File: src/rtl/fp2i_pkg.sv
package fp2i_pkg;
    localparam int OPW   = 64;
    localparam int MANTW = 53;
    localparam int EXPW  = 13;
    localparam int RESW  = 64;
    localparam int NARW  = 32;

    typedef struct packed {
        logic                   sign;
        logic                   is_nan;
        logic                   is_inf;
        logic signed [EXPW-1:0] exp;
        logic [MANTW-1:0]       mant;
    } fp_unp_t;

    typedef struct packed {
        logic            vld;
        logic [RESW-1:0] res;
        logic            und;
        logic            inv;
        logic            inx;
        logic            trp;
    } cvt_st_t;
endpackage

File: src/rtl/fp2i_unpack.sv
module fp2i_unpack
    import fp2i_pkg::*;
(
    input  logic [OPW-1:0] op_bits,
    input  logic [1:0]     fmt_sel,
    output fp_unp_t        unp
);
    logic        sgn;
    logic [10:0] ef;
    logic [51:0] fr;
    logic [10:0] bias;
    logic [10:0] emax;
    logic [10:0] ef_adj;

    always_comb begin
        case (fmt_sel)
            2'b01: begin
                sgn  = op_bits[63];
                ef   = op_bits[62:52];
                fr   = op_bits[51:0];
                bias = 11'd1023;
                emax = 11'h7ff;
            end
            2'b11: begin
                sgn  = op_bits[15];
                ef   = {6'b0, op_bits[14:10]};
                fr   = {op_bits[9:0], 42'b0};
                bias = 11'd15;
                emax = 11'd31;
            end
            default: begin
                sgn  = op_bits[31];
                ef   = {3'b0, op_bits[30:23]};
                fr   = {op_bits[22:0], 29'b0};
                bias = 11'd127;
                emax = 11'd255;
            end
        endcase
        ef_adj     = (ef == 11'd0) ? 11'd1 : ef;
        unp.sign   = sgn;
        unp.is_inf = (ef == emax) && (fr == 52'b0);
        unp.is_nan = (ef == emax) && (fr != 52'b0);
        unp.mant   = {(ef != 11'd0), fr};
        unp.exp    = $signed({2'b00, ef_adj}) - $signed({2'b00, bias});
    end
endmodule

File: src/rtl/fp2i_round.sv
module fp2i_round
    import fp2i_pkg::*;
(
    input  fp_unp_t         unp,
    input  logic            wide_sel,
    output logic [RESW-1:0] res,
    output logic            inv,
    output logic            inx
);
    logic signed [EXPW-1:0] e;
    logic signed [EXPW-1:0] lsh;
    logic signed [EXPW-1:0] rsh;
    logic [2*MANTW:0]       shf;
    logic [RESW:0]          mag;
    logic [RESW:0]          mag_r;
    logic [RESW:0]          lim;
    logic                   grd;
    logic                   stk;
    logic                   big;
    logic                   oor;
    logic [RESW-1:0]        sv;
    logic [RESW-1:0]        sat;

    always_comb begin
        e   = unp.exp;
        lsh = e - 13'sd52;
        rsh = 13'sd52 - e;
        grd = 1'b0;
        stk = 1'b0;
        big = 1'b0;
        mag = '0;
        shf = '0;
        if (e > 13'sd63) begin
            big = 1'b1;
        end else if (e > 13'sd52) begin
            mag = {12'b0, unp.mant} << lsh[3:0];
        end else if (e >= -13'sd1) begin
            shf = {unp.mant, 54'b0} >> rsh[5:0];
            mag = {12'b0, shf[106:54]};
            grd = shf[53];
            stk = |shf[52:0];
        end else begin
            stk = |unp.mant;
        end
        mag_r = mag + {64'b0, grd & (stk | mag[0])};
        lim   = wide_sel ? {1'b0, 1'b1, 63'b0} : {33'b0, 1'b1, 31'b0};
        oor   = big || (unp.sign ? (mag_r > lim) : (mag_r >= lim));
        inv   = unp.is_nan || unp.is_inf || oor;
        inx   = !inv && (grd || stk);
        sv    = unp.sign ? (~mag_r[63:0] + 64'd1) : mag_r[63:0];
        if (unp.is_nan)
            sat = '0;
        else if (unp.sign)
            sat = wide_sel ? {1'b1, 63'b0} : {32'b0, 1'b1, 31'b0};
        else
            sat = wide_sel ? {1'b0, {63{1'b1}}} : {33'b0, {31{1'b1}}};
        if (inv)
            res = sat;
        else
            res = wide_sel ? sv : {32'b0, sv[NARW-1:0]};
    end
endmodule

File: src/rtl/fp2int_rne.sv
module fp2int_rne
    import fp2i_pkg::*;
(
    input  logic            clk,
    input  logic            rst_n,
    input  logic            op_valid,
    input  logic [OPW-1:0]  op_bits,
    input  logic [1:0]      fmt_sel,
    input  logic            wide_sel,
    input  logic            half_en,
    input  logic            trap_en,
    input  logic            flag_clr,
    output logic            res_valid,
    output logic [RESW-1:0] res_int,
    output logic            undef_enc,
    output logic            flag_invalid,
    output logic            flag_inexact,
    output logic            trap_req
);
    fp_unp_t         unp;
    logic [RESW-1:0] cv_res;
    logic            cv_inv;
    logic            cv_inx;
    logic            bad_fmt;
    cvt_st_t         st_d;
    cvt_st_t         st_q;

    fp2i_unpack u_unpack (
        .op_bits (op_bits),
        .fmt_sel (fmt_sel),
        .unp     (unp)
    );

    fp2i_round u_round (
        .unp      (unp),
        .wide_sel (wide_sel),
        .res      (cv_res),
        .inv      (cv_inv),
        .inx      (cv_inx)
    );

    always_comb begin
        bad_fmt  = (fmt_sel == 2'b10) || ((fmt_sel == 2'b11) && !half_en);
        st_d     = st_q;
        st_d.vld = 1'b0;
        st_d.und = 1'b0;
        st_d.trp = 1'b0;
        if (flag_clr) begin
            st_d.inv = 1'b0;
            st_d.inx = 1'b0;
        end
        if (op_valid) begin
            if (bad_fmt) begin
                st_d.und = 1'b1;
            end else begin
                st_d.vld = 1'b1;
                st_d.res = cv_res;
                if (trap_en) begin
                    st_d.trp = cv_inv || cv_inx;
                end else begin
                    st_d.inv = st_d.inv || cv_inv;
                    st_d.inx = st_d.inx || cv_inx;
                end
            end
        end
    end

    always_ff @(posedge clk) begin
        if (!rst_n)
            st_q <= '0;
        else
            st_q <= st_d;
    end

    assign res_valid    = st_q.vld;
    assign res_int      = st_q.res;
    assign undef_enc    = st_q.und;
    assign flag_invalid = st_q.inv;
    assign flag_inexact = st_q.inx;
    assign trap_req     = st_q.trp;

    AST_UNDEF_HOLD: assert property (@(posedge clk) disable iff (!rst_n)
        undef_enc |-> (res_int == $past(res_int)));
    AST_UNDEF_QUIET: assert property (@(posedge clk) disable iff (!rst_n)
        undef_enc |-> (!res_valid && !trap_req));
    AST_NARROW_ZEXT: assert property (@(posedge clk) disable iff (!rst_n)
        (res_valid && !$past(wide_sel)) |-> (res_int[63:32] == 32'b0));
    AST_STICKY_INV: assert property (@(posedge clk) disable iff (!rst_n)
        (flag_invalid && !flag_clr) |=> flag_invalid);
    AST_STICKY_INX: assert property (@(posedge clk) disable iff (!rst_n)
        (flag_inexact && !flag_clr) |=> flag_inexact);
    AST_TRAP_SRC: assert property (@(posedge clk) disable iff (!rst_n)
        trap_req |-> $past(op_valid && trap_en));
    AST_LATENCY: assert property (@(posedge clk) disable iff (!rst_n)
        res_valid |-> $past(op_valid));
endmodule

File: config.mk
export PLATFORM = sky130hd
export DESIGN_NAME = fp2int_rne
export DESIGN_NICKNAME = d
export VERILOG_FILES = /design/src/rtl/fp2i_pkg.sv /design/src/rtl/fp2i_unpack.sv /design/src/rtl/fp2i_round.sv /design/src/rtl/fp2int_rne.sv
export SDC_FILE = /design/constraint.sdc
export NUM_CORES = 1
export LEC_CHECK = 0
export ABC_AREA = 1
export BUFFER_PORTS_ARGS = -buffer_cell sky130_fd_sc_hd__buf_2
export CORE_AREA = 2 2 315 192
export DETAILED_ROUTE_END_ITERATION = 10
export DIE_AREA = 0 0 317 194
export PLACE_DENSITY_LB_ADDON = 0.3
export REMOVE_ABC_BUFFERS = 1
export SETUP_SLACK_MARGIN = 0.1
export SYNTH_ARGS = -nofsm -noshare
export SYNTH_HDL_FRONTEND = slang
export SYNTH_SLANG_ARGS = --single-unit
File: constraint.sdc
create_clock -name clk -period 7.9 [get_ports clk]
set_input_delay 0.79 -clock clk [delete_from_list [all_inputs] [get_ports clk]]
set_output_delay 0.79 -clock clk [all_outputs]
set_load 0.1 [all_outputs]
; Word level (Yosys, flattened, before mapping)
; Index checks and enable logic that the tools add are counted.
[op_classes]
n_reduce_logical = 23
n_shift = 2
addsub = 5
n_mux = 32
n_bitwise = 7
n_eq_ne = 4
n_lt_le_gt_ge = 5
[ops]
columns = op, count
row1 = 64-bit two-way mux, 7
row2 = 65-bit two-way mux, 3
row3 = 107-bit by 6-bit right shift with 107-bit output, 1
row4 = 53-bit OR reduction, 2
row5 = 52-bit one-hot mux with 2 select lines, 1
row6 = 65-bit by 1-bit adder with 65-bit output, 1
row7 = 65-bit greater-or-equal comparator, 1
row8 = 65-bit greater-than comparator, 1
row9 = 53-bit by 4-bit << shifter with 65-bit output, 1
row10 = "64-bit by 1-bit adder with 64-bit output, second input constant", 1
row11 = 64-bit inverter, 1
row12 = 63-bit two-way mux, 1
row13 = 53-bit two-way mux, 1
row14 = 52-bit zero test, 1
row15 = 52-bit nonzero test, 1
row16 = 11-bit one-hot mux with 2 select lines, 2
row17 = "12-bit by 7-bit greater-than comparator with 1-bit output, second input constant", 2
row18 = 10-bit one-hot mux with 2 select lines, 1
row19 = "12-bit by 1-bit greater-or-equal comparator with 1-bit output, second input constant", 1
row20 = 11-bit by 10-bit subtractor with 12-bit output, 1
row21 = 11-bit equality test, 1
row22 = 11-bit zero test, 1
row23 = 11-bit two-way mux, 1
row24 = 11-bit nonzero test, 1
row25 = 16 further kinds, 43
[word_totals]
out_inout_bits = 69
word_cells = 84
regBits = 69

; Logic depth before layout (Yosys ltp)
; Gate-level depths: netlist of run 1.
[logic_depth]
ltp_word = 24
ltp_mapped = 50

; Modules after synthesis
; A second synthesis of run 1 with hierarchy kept.
[hier_totals]
cells_unflattened = 3878
area_unflattened_um2 = 18486.5
[by_module_without_submodules]
columns = module, n_inst, cells_each, area_each_um2
row1 = fp2i_round, 1, 3123, 13853.3
row2 = fp2int_rne, 1, 442, 3049.2
row3 = fp2i_unpack, 1, 313, 1584.0

; Worst setup path before layout of run 1
; Ideal clock, no wire load.
[synth_timing]
kind = input-to-reg
from = input fmt_sel[1]
to = register st_q, in the netlist res_int[62]
setup_ns = 0.117
n_path_buf = 7
path_slack_ns = 1.832
arrival_ns = 5.951
required_time_ns = 7.783
cell_stages = 42
path_cell_list = buf_4 -> inv_4 -> nand2_2 -> nor2_2 -> nor2_4 -> nand2_4 -> nor2_1 -> inv_1 -> nand2_1 -> clkinv_1 -> buf_2 -> buf_2 -> ha_1 -> buf_2 -> inv_1 -> clkbuf_1 -> clkbuf_1 -> o211ai_1 -> (+6 left out) -> nand2_1 -> nand2_1 -> ha_1 -> nand2_1 -> nand3b_1 -> nor2_1 -> nand3_1 -> inv_1 -> nand2_1 -> nor2_2 -> nand2_1 -> nand3_4 -> nand2_8 -> nand2_4 -> nand2_4 -> buf_8 -> nor2_1 -> nor2_2
[synth_between]
elab_chain_len = 19
word_cells_on_any_way = 56
classes_between = add/sub: 5 / order compare: 5 / eq/ne: 4 / shift: 2 / mux: 22 / bitwise: 4 / reduce/logical: 14
[synth_lines]
columns = element, line
row1 = start: declaration, fp2int_rne.sv:8  ; input logic [1:0] fmt_sel,
row2 = 2-bit equality test or 2-bit by 1-bit equality test with 1-bit output (tied branches), "fp2i_unpack.sv:16, fp2int_rne.sv:43"
row3 = 11-bit one-hot mux with 2 select lines, fp2i_unpack.sv:16  ; case (fmt_sel)
row4 = 11-bit zero test, fp2i_unpack.sv:39  ; ef_adj = (ef == 11'd0) ? 11'd1 : ef;
row5 = 11-bit two-way mux, fp2i_unpack.sv:39
row6 = 11-bit by 10-bit subtractor with 12-bit output, fp2i_unpack.sv:44  ; unp.exp = $signed({2'b00, ef_adj}) - $signed({2'b00, bias});
row7 = 5-bit by 6-bit subtractor with 6-bit output, fp2i_round.sv:27  ; rsh = 13'sd52 - e;
row8 = 107-bit by 6-bit right shift with 107-bit output, fp2i_round.sv:38  ; shf = {unp.mant, 54'b0} >> rsh[5:0];
row9 = 53-bit OR reduction, fp2i_round.sv:41  ; stk = |shf[52:0];
row10 = (+3 left out), n/a
row11 = 1-bit OR, fp2i_round.sv:45  ; mag_r = mag + {64'b0, grd & (stk | mag[0])};
row12 = 1-bit bitwise AND, fp2i_round.sv:45
row13 = 65-bit by 1-bit adder with 65-bit output, fp2i_round.sv:45
row14 = 64-bit inverter (tied with other cells), fp2i_round.sv:50  ; sv = unp.sign ? (~mag_r[63:0] + 64'd1) : mag_r[63:0];
row15 = 64-bit by 1-bit adder with 64-bit output or 1-bit two-way mux (tied branches), "fp2i_round.sv:50, fp2i_round.sv:47"
row16 = 64-bit two-way mux or 1-bit logical OR (tied branches), "fp2i_round.sv:50, fp2i_round.sv:47"
row17 = 64-bit two-way mux or 1-bit logical OR (tied branches), "fp2i_round.sv:60, fp2i_round.sv:48"
row18 = 64-bit two-way mux, fp2i_round.sv:57  ; if (inv)
row19 = end signal: assignment, fp2int_rne.sv:72  ; st_q <= st_d;
row20 = end: declaration, fp2int_rne.sv:26  ; cvt_st_t st_q;
; Several ways; a longest one is shown, not always the timed one.
; A chain may end at the register's enable or synchronous reset.

; Final worst setup path of run 1
[layout_timing]
from = input fmt_sel[0]
to = register st_q, in the netlist res_int[9]
; Same word-level chain as after synthesis.

==> impl_metrics.toml, run 1 <==
[routing]
ant_nets = 0
wl_per_cell_um = 21.1
avgViaCountPerCell = 5.55
via_count = 24298
firstDrtPassIters = 8
drt-total-wl_um = 92400
drcViolationCount = 0
drt_iter0_drc = 3716

[sta]
finalClockSkew_ps = 0
worst_pin_slew_ps = 1150
finalCritPeriodShare = 0.934
worst_slack_ps = 521
setup_viol = 0
relSlewSlack = 0.223
clock.fmax_mhz = 136
rsz0062_at_grt = "no"
slew_violations = 0
hold_violations = 0
fin_crit_ps = 7380

[global_route]
grt_pass1_vias = 21737
gr-usage-all-layers = 0.293
grt_overflow = 0
antenna_found_initial = 0
grt_max_degree = 65
grt_first_pass_wirelength_um = 138000

[yosys]
synth_flop_cell = "dfxtp_1"
ys.warnings.count = 0
syn_area_per_cell_um2 = 4.95
synth_edf_count = 0
synthTopCellsByArea = "nand2_1 (25%), nand3_1 (22%), nor2_1 (9.1%)"
netlist_instances = 3525
synth_area_um2 = 17400
yosysMostFrequentCell = "nand2_1"
synth_top_cell_area_share = 0.246
synth.distinct_cells = 53
async_flop_share = 0
ys_seq_area_frac = 0.0792
synth_top_area_cell = "nand2_1"
synth_seq_cells = 69
ys_top_cells_by_count = "nand2_1 (1144), nand3_1 (776), nor2_1 (422)"

[finish]
fin_util = 0.330
drive_above_1_share = 0.129
n_antenna_cell = 0
finalNetCount = 3680
design_area_um2 = 19300
area_growth_pct = 10.9

[clocking]
cts_tree = "built"
cts_root_buffer = "clkbuf_16"
cts-htree-levels = 3
cts_buffer_depth = 2
worstSkewPairLatency_ps = 350
holdBufCountCts = 0
post_cts_buffers = 0
cts.clk_slew.worst_paths_ps = 60
cts_buffers = 9
clock-sinks = 69
cts_resized = 0

[floorplan]
die_area_um2 = 61500
die_h_um = 194
fp.dieW_um = 317
rows = 69
core_um2 = 58600
ios = 142
start_util = 0.297

[worst_setup_path]
worst_path_most_repeated_cell = "nand2_1"
criticalPathCategory = "in2reg"
crit_arrival_ps = 7620
crit_slowest_cell = "o21ai_0"
start_kind = "input pin"
crit_path_end_kind = "flip-flop"
slowest_delay_ps = 600
cp_max_fo = 28
required_ps = 8140

[power]
swShare = 0.629
pwr-share-comb = 0.774
powerDensity_nw_per_um2 = 212
p_sw_uw = 2580
leakagePower_uw = 0.00998
power_frac_seq = 0.098
vdd_ir_drop_max_mv = 0.135
internal_power_uw = 1520
clkPwrFrac = 0.128

[placed_design]
portBuffers = 141
pre_cts_slack_ps = 413
dpl.hpwl_um = 77500
place.gp.congestion = 1.08
placed_area_um2 = 18900

[flow_run]
drv_cap = 0

[outcome]
status = "finished clean"

[worst_hold_path]
hold_path_class = "reg2reg"
==> layer usage <==
metal / track usage / part of all wire / up-vias
met3: 0.158 / 0.17 / 87
met2: 0.348 / 0.34 / 1486
met5: 0 / 0 / -
li1: - / - / 11637
met1: 0.454 / 0.48 / 11088
met4: 0.0299 / 0.010 / 0
==> area by class of cell <==
cell class | instances | area (µm²)
Clock inverter | 7 | 145
Clock buffer | 9 | 225
Sequential cell | 69 | 1380
Timing Repair Buffer | 221 | 1380
Tap cell | 781 | 977
Inverter | 338 | 1270
Fill cell | 6918 | 39300
Multi-Input combinational cell | 2952 | 13900
==> worst paths after layout <==
check / cells past startpoint / endpoint / startpoint / slack, ps
max: 35 / res_int[9]$_SDFFE_PN0P_ / fmt_sel[0] / 520
max reg2reg: 4 / res_int[12]$_SDFFE_PN0P_ / res_int[12]$_SDFFE_PN0P_ / 7160
min: 2 / flag_invalid$_SDFF_PN0_ / flag_invalid$_SDFF_PN0_ / 480
min reg2reg: 2 / flag_invalid$_SDFF_PN0_ / flag_invalid$_SDFF_PN0_ / 480
==> worst max-delay path: cells and delay by family <==
kind / cells / cell delay [ps]
buffers and inverters: 7 / 1700
AND/OR/NAND/NOR: 26 / 4210
AO/OA/AOI/OAI: 2 / 850
==> sequential cells by signal, indices dropped and copies added, names as in the netlist <==
| signal | count |
|---|---|
| res_int | 64 |
| flag_inexact | 1 |
| flag_invalid | 1 |
| res_valid | 1 |
| trap_req | 1 |
| undef_enc | 1 |
==> power by group through the flow <==
stage	clock network [µW]	registers, µW	logic [µW]
2_1_floorplan	0	658	1790
3_3_place_gp	0	411	3050
3_5_place_dp	0	410	3010
4_1_cts	531	403	3030
5_1_grt	547	407	3420
6_report	523	402	3180
==> logic make-up after synthesis <==
group	after synthesis	share of synthesized area
xor gates and xnor gates	31	0.0156
AOI/OAI and AO/OA	237	0.0772
and+or+nand+nor	2667	0.693
DFF	69	0.0792
buffers and inverters	505	0.123
adders and majority gates	16	0.0115
==> per-stage QoR <==
stage	instances	total power [µW]	setup TNS, ps	hold WS (ps)
floorplan	3358	2450	-210970	904
global placement	4355	3460	0	455
detailed placement	4355	3420	0	472
CTS	4371	3960	0	481
global route	4377	4370	0	521
finish	4377	4100	0	480
==> cells in the final DEF, fill, tap and decap left out, types with 3 or more instances in the layout <==
cell       instances
clkinv_1           5
nand2_2           25
o21ai_2            3
nor3_1            23
buf_12             6
nand3_1          775
o21ai_0           65
nor2_2           109
o211ai_1          22
o221ai_1           6
buf_4             74
xor2_1            27
o21ai_1           33
nor2_1           420
a21oi_1           77
nand2_1         1143
nand3_2           20
buf_2            141
dfxtp_1           69
inv_1            308
nand3_4            4
bufinv_16          4
ha_1              15
nor4_1            10
nand4_1           89
nand3b_1          10
xnor2_1            3
nor2_4            17
clkbuf_16          9
inv_2             22
nand2_4           10
and2_1             4
o22ai_1           16
Note: power is estimated with default switching activity, not from simulation.
==> run 2: changes to the inputs <==
--- a/config.mk
+++ b/config.mk
@@ -10,7 +10,7 @@
 export CORE_AREA = 2 2 315 192
 export DETAILED_ROUTE_END_ITERATION = 10
 export DIE_AREA = 0 0 317 194
-export PLACE_DENSITY_LB_ADDON = 0.3
+export PLACE_DENSITY = 0.44
 export REMOVE_ABC_BUFFERS = 1
 export SETUP_SLACK_MARGIN = 0.1
 export SYNTH_ARGS = -nofsm -noshare
==> run 2 against run 1 <==
Net effect:
- wire length up 3.5%
- sequential cell count unchanged
- sequential share of layout area about the same
- via count up 0.21%
- register-to-register slack better by 70 ps
- hold slack worse by 19 ps
- clock power down 14%
- die area unchanged
- global-route usage up 1.3 points
==> impl_metrics.toml, run 2 (same netlist as run 1, synthesis figures left out) <==
[clocking]
cts_root_buffer = "clkbuf_16"
cts_buffer_depth = 2
post_cts_buffers = 0
holdBufCountCts = 0
cts_buffers = 9
cts-htree-levels = 3
clock-sinks = 69
cts_tree = "built"
cts.clk_slew.worst_paths_ps = 60
cts_resized = 0
worstSkewPairLatency_ps = 350

[placed_design]
dpl.hpwl_um = 81300
place.gp.congestion = 1.12
placed_area_um2 = 19000
dp.cells = 4367
portBuffers = 141

[global_route]
grt_max_degree = 63
antenna_found_initial = 0
grt_overflow = 0
grt_first_pass_wirelength_um = 143000
grt_pass1_vias = 21801
gr-usage-all-layers = 0.306

[sta]
relSlewSlack = 0.419
worst_pin_slew_ps = 872
finalClockSkew_ps = 0
clock.fmax_mhz = 138
rsz0062_at_grt = "no"
finalCritPeriodShare = 0.915
hold_violations = 0
fin_crit_ps = 7230
slew_violations = 0
setup_viol = 0
fin_hold_ws_ps = 461

[worst_setup_path]
slowest_delay_ps = 510
start_kind = "input pin"
cp_top_family = "simple AND/OR/NAND/NOR gates"
path_buf_inv = 8
required_ps = 8150
crit_path_end_kind = "flip-flop"
cp_max_fo = 31
reg2reg_slack_ps = 7230
crit_arrival_ps = 7480
crit_slowest_cell = "nor2_1"
criticalPathCategory = "in2reg"
worst_path_most_repeated_cell = "nand2_1"

[finish]
area_growth_pct = 10.7
fillers = 6962
fin_util = 0.329
layout.cells.non_filler = 4385
final_cell_mix = "nand2_1 (1142), nand3_1 (775), nor2_1 (420)"
drive_above_1_share = 0.130
finalNetCount = 3686
layout_commonest_cell = "nand2_1"
design_area_um2 = 19300
largest_reg_flops = 64

[power]
vdd_ir_drop_max_mv = 0.114
powerDensity_nw_per_um2 = 212
leakagePower_uw = 0.00998

[routing]
wl_per_cell_um = 21.8
drt-total-wl_um = 95600
drt_iter0_drc = 3859
ant_nets = 0
firstDrtPassIters = 6
avgViaCountPerCell = 5.55
drcViolationCount = 0
via_count = 24349

[floorplan]
core_um2 = 58600
ios = 142
start_util = 0.297
fp.dieW_um = 317
rows = 69
die_h_um = 194
die_area_um2 = 61500

[outcome]
status = "finished clean"

[flow_run]
drv_cap = 0

[worst_hold_path]
hold_path_class = "reg2reg"
run 2: path summary, 6_finish.rpt:
check,start,endpoint,cells past startpoint
max,fmt_sel[0],res_int[9]$_SDFFE_PN0P_,39
min,flag_inexact$_SDFF_PN0_,flag_inexact$_SDFF_PN0_,2
max reg2reg,res_int[38]$_SDFFE_PN0P_,res_int[38]$_SDFFE_PN0P_,4
min reg2reg,flag_inexact$_SDFF_PN0_,flag_inexact$_SDFF_PN0_,2
run 2: metal layers:
layer	GRT usage	vias up	wire length [µm]
li1	-	11650	-
met1	0.498	11233	48100
met2	0.348	1427	31200
met3	0.152	39	15800
met4	0.0213	0	561
met5	0	-	0
run 2: stage by stage:
stage               setup slack, ps  TNS, ps  power [µW]
global route                    149        0        4350
CTS                             995        0        3940
floorplan                     -3240  -210970        2450
global placement                544        0        3510
detailed placement              637        0        3470
finish                          673        0        4080
run 2: layout make-up:
| cell class | count | area (µm²) | area share |
|---|---|---|---|
| timing repair buffer | 228 | 1400 | 0.0723 |
| multi-input combinational | 2951 | 13900 | 0.722 |
| sequential | 69 | 1380 | 0.0716 |
| inverter | 338 | 1270 | 0.0661 |
| clock inverter | 6 | 86.3 | 0.00447 |
| antenna | 2 | 5.00 | 0.000259 |
| tap | 781 | 977 | 0.0506 |
| clock buffer | 10 | 239 | 0.0124 |
run 2: tightest hold or removal path, stage by stage, from the launching register on:
cell,delay [ps]
dfxtp_1,300
nand2_1,60
a21oi_1,50
run 2: power by group:
group	leakage (µW)	switching, µW	total, µW	internal [µW]
clock network	0.000158	167	451	284
registers	0.000570	18.3	402	383
logic	0.00925	2430	3230	795
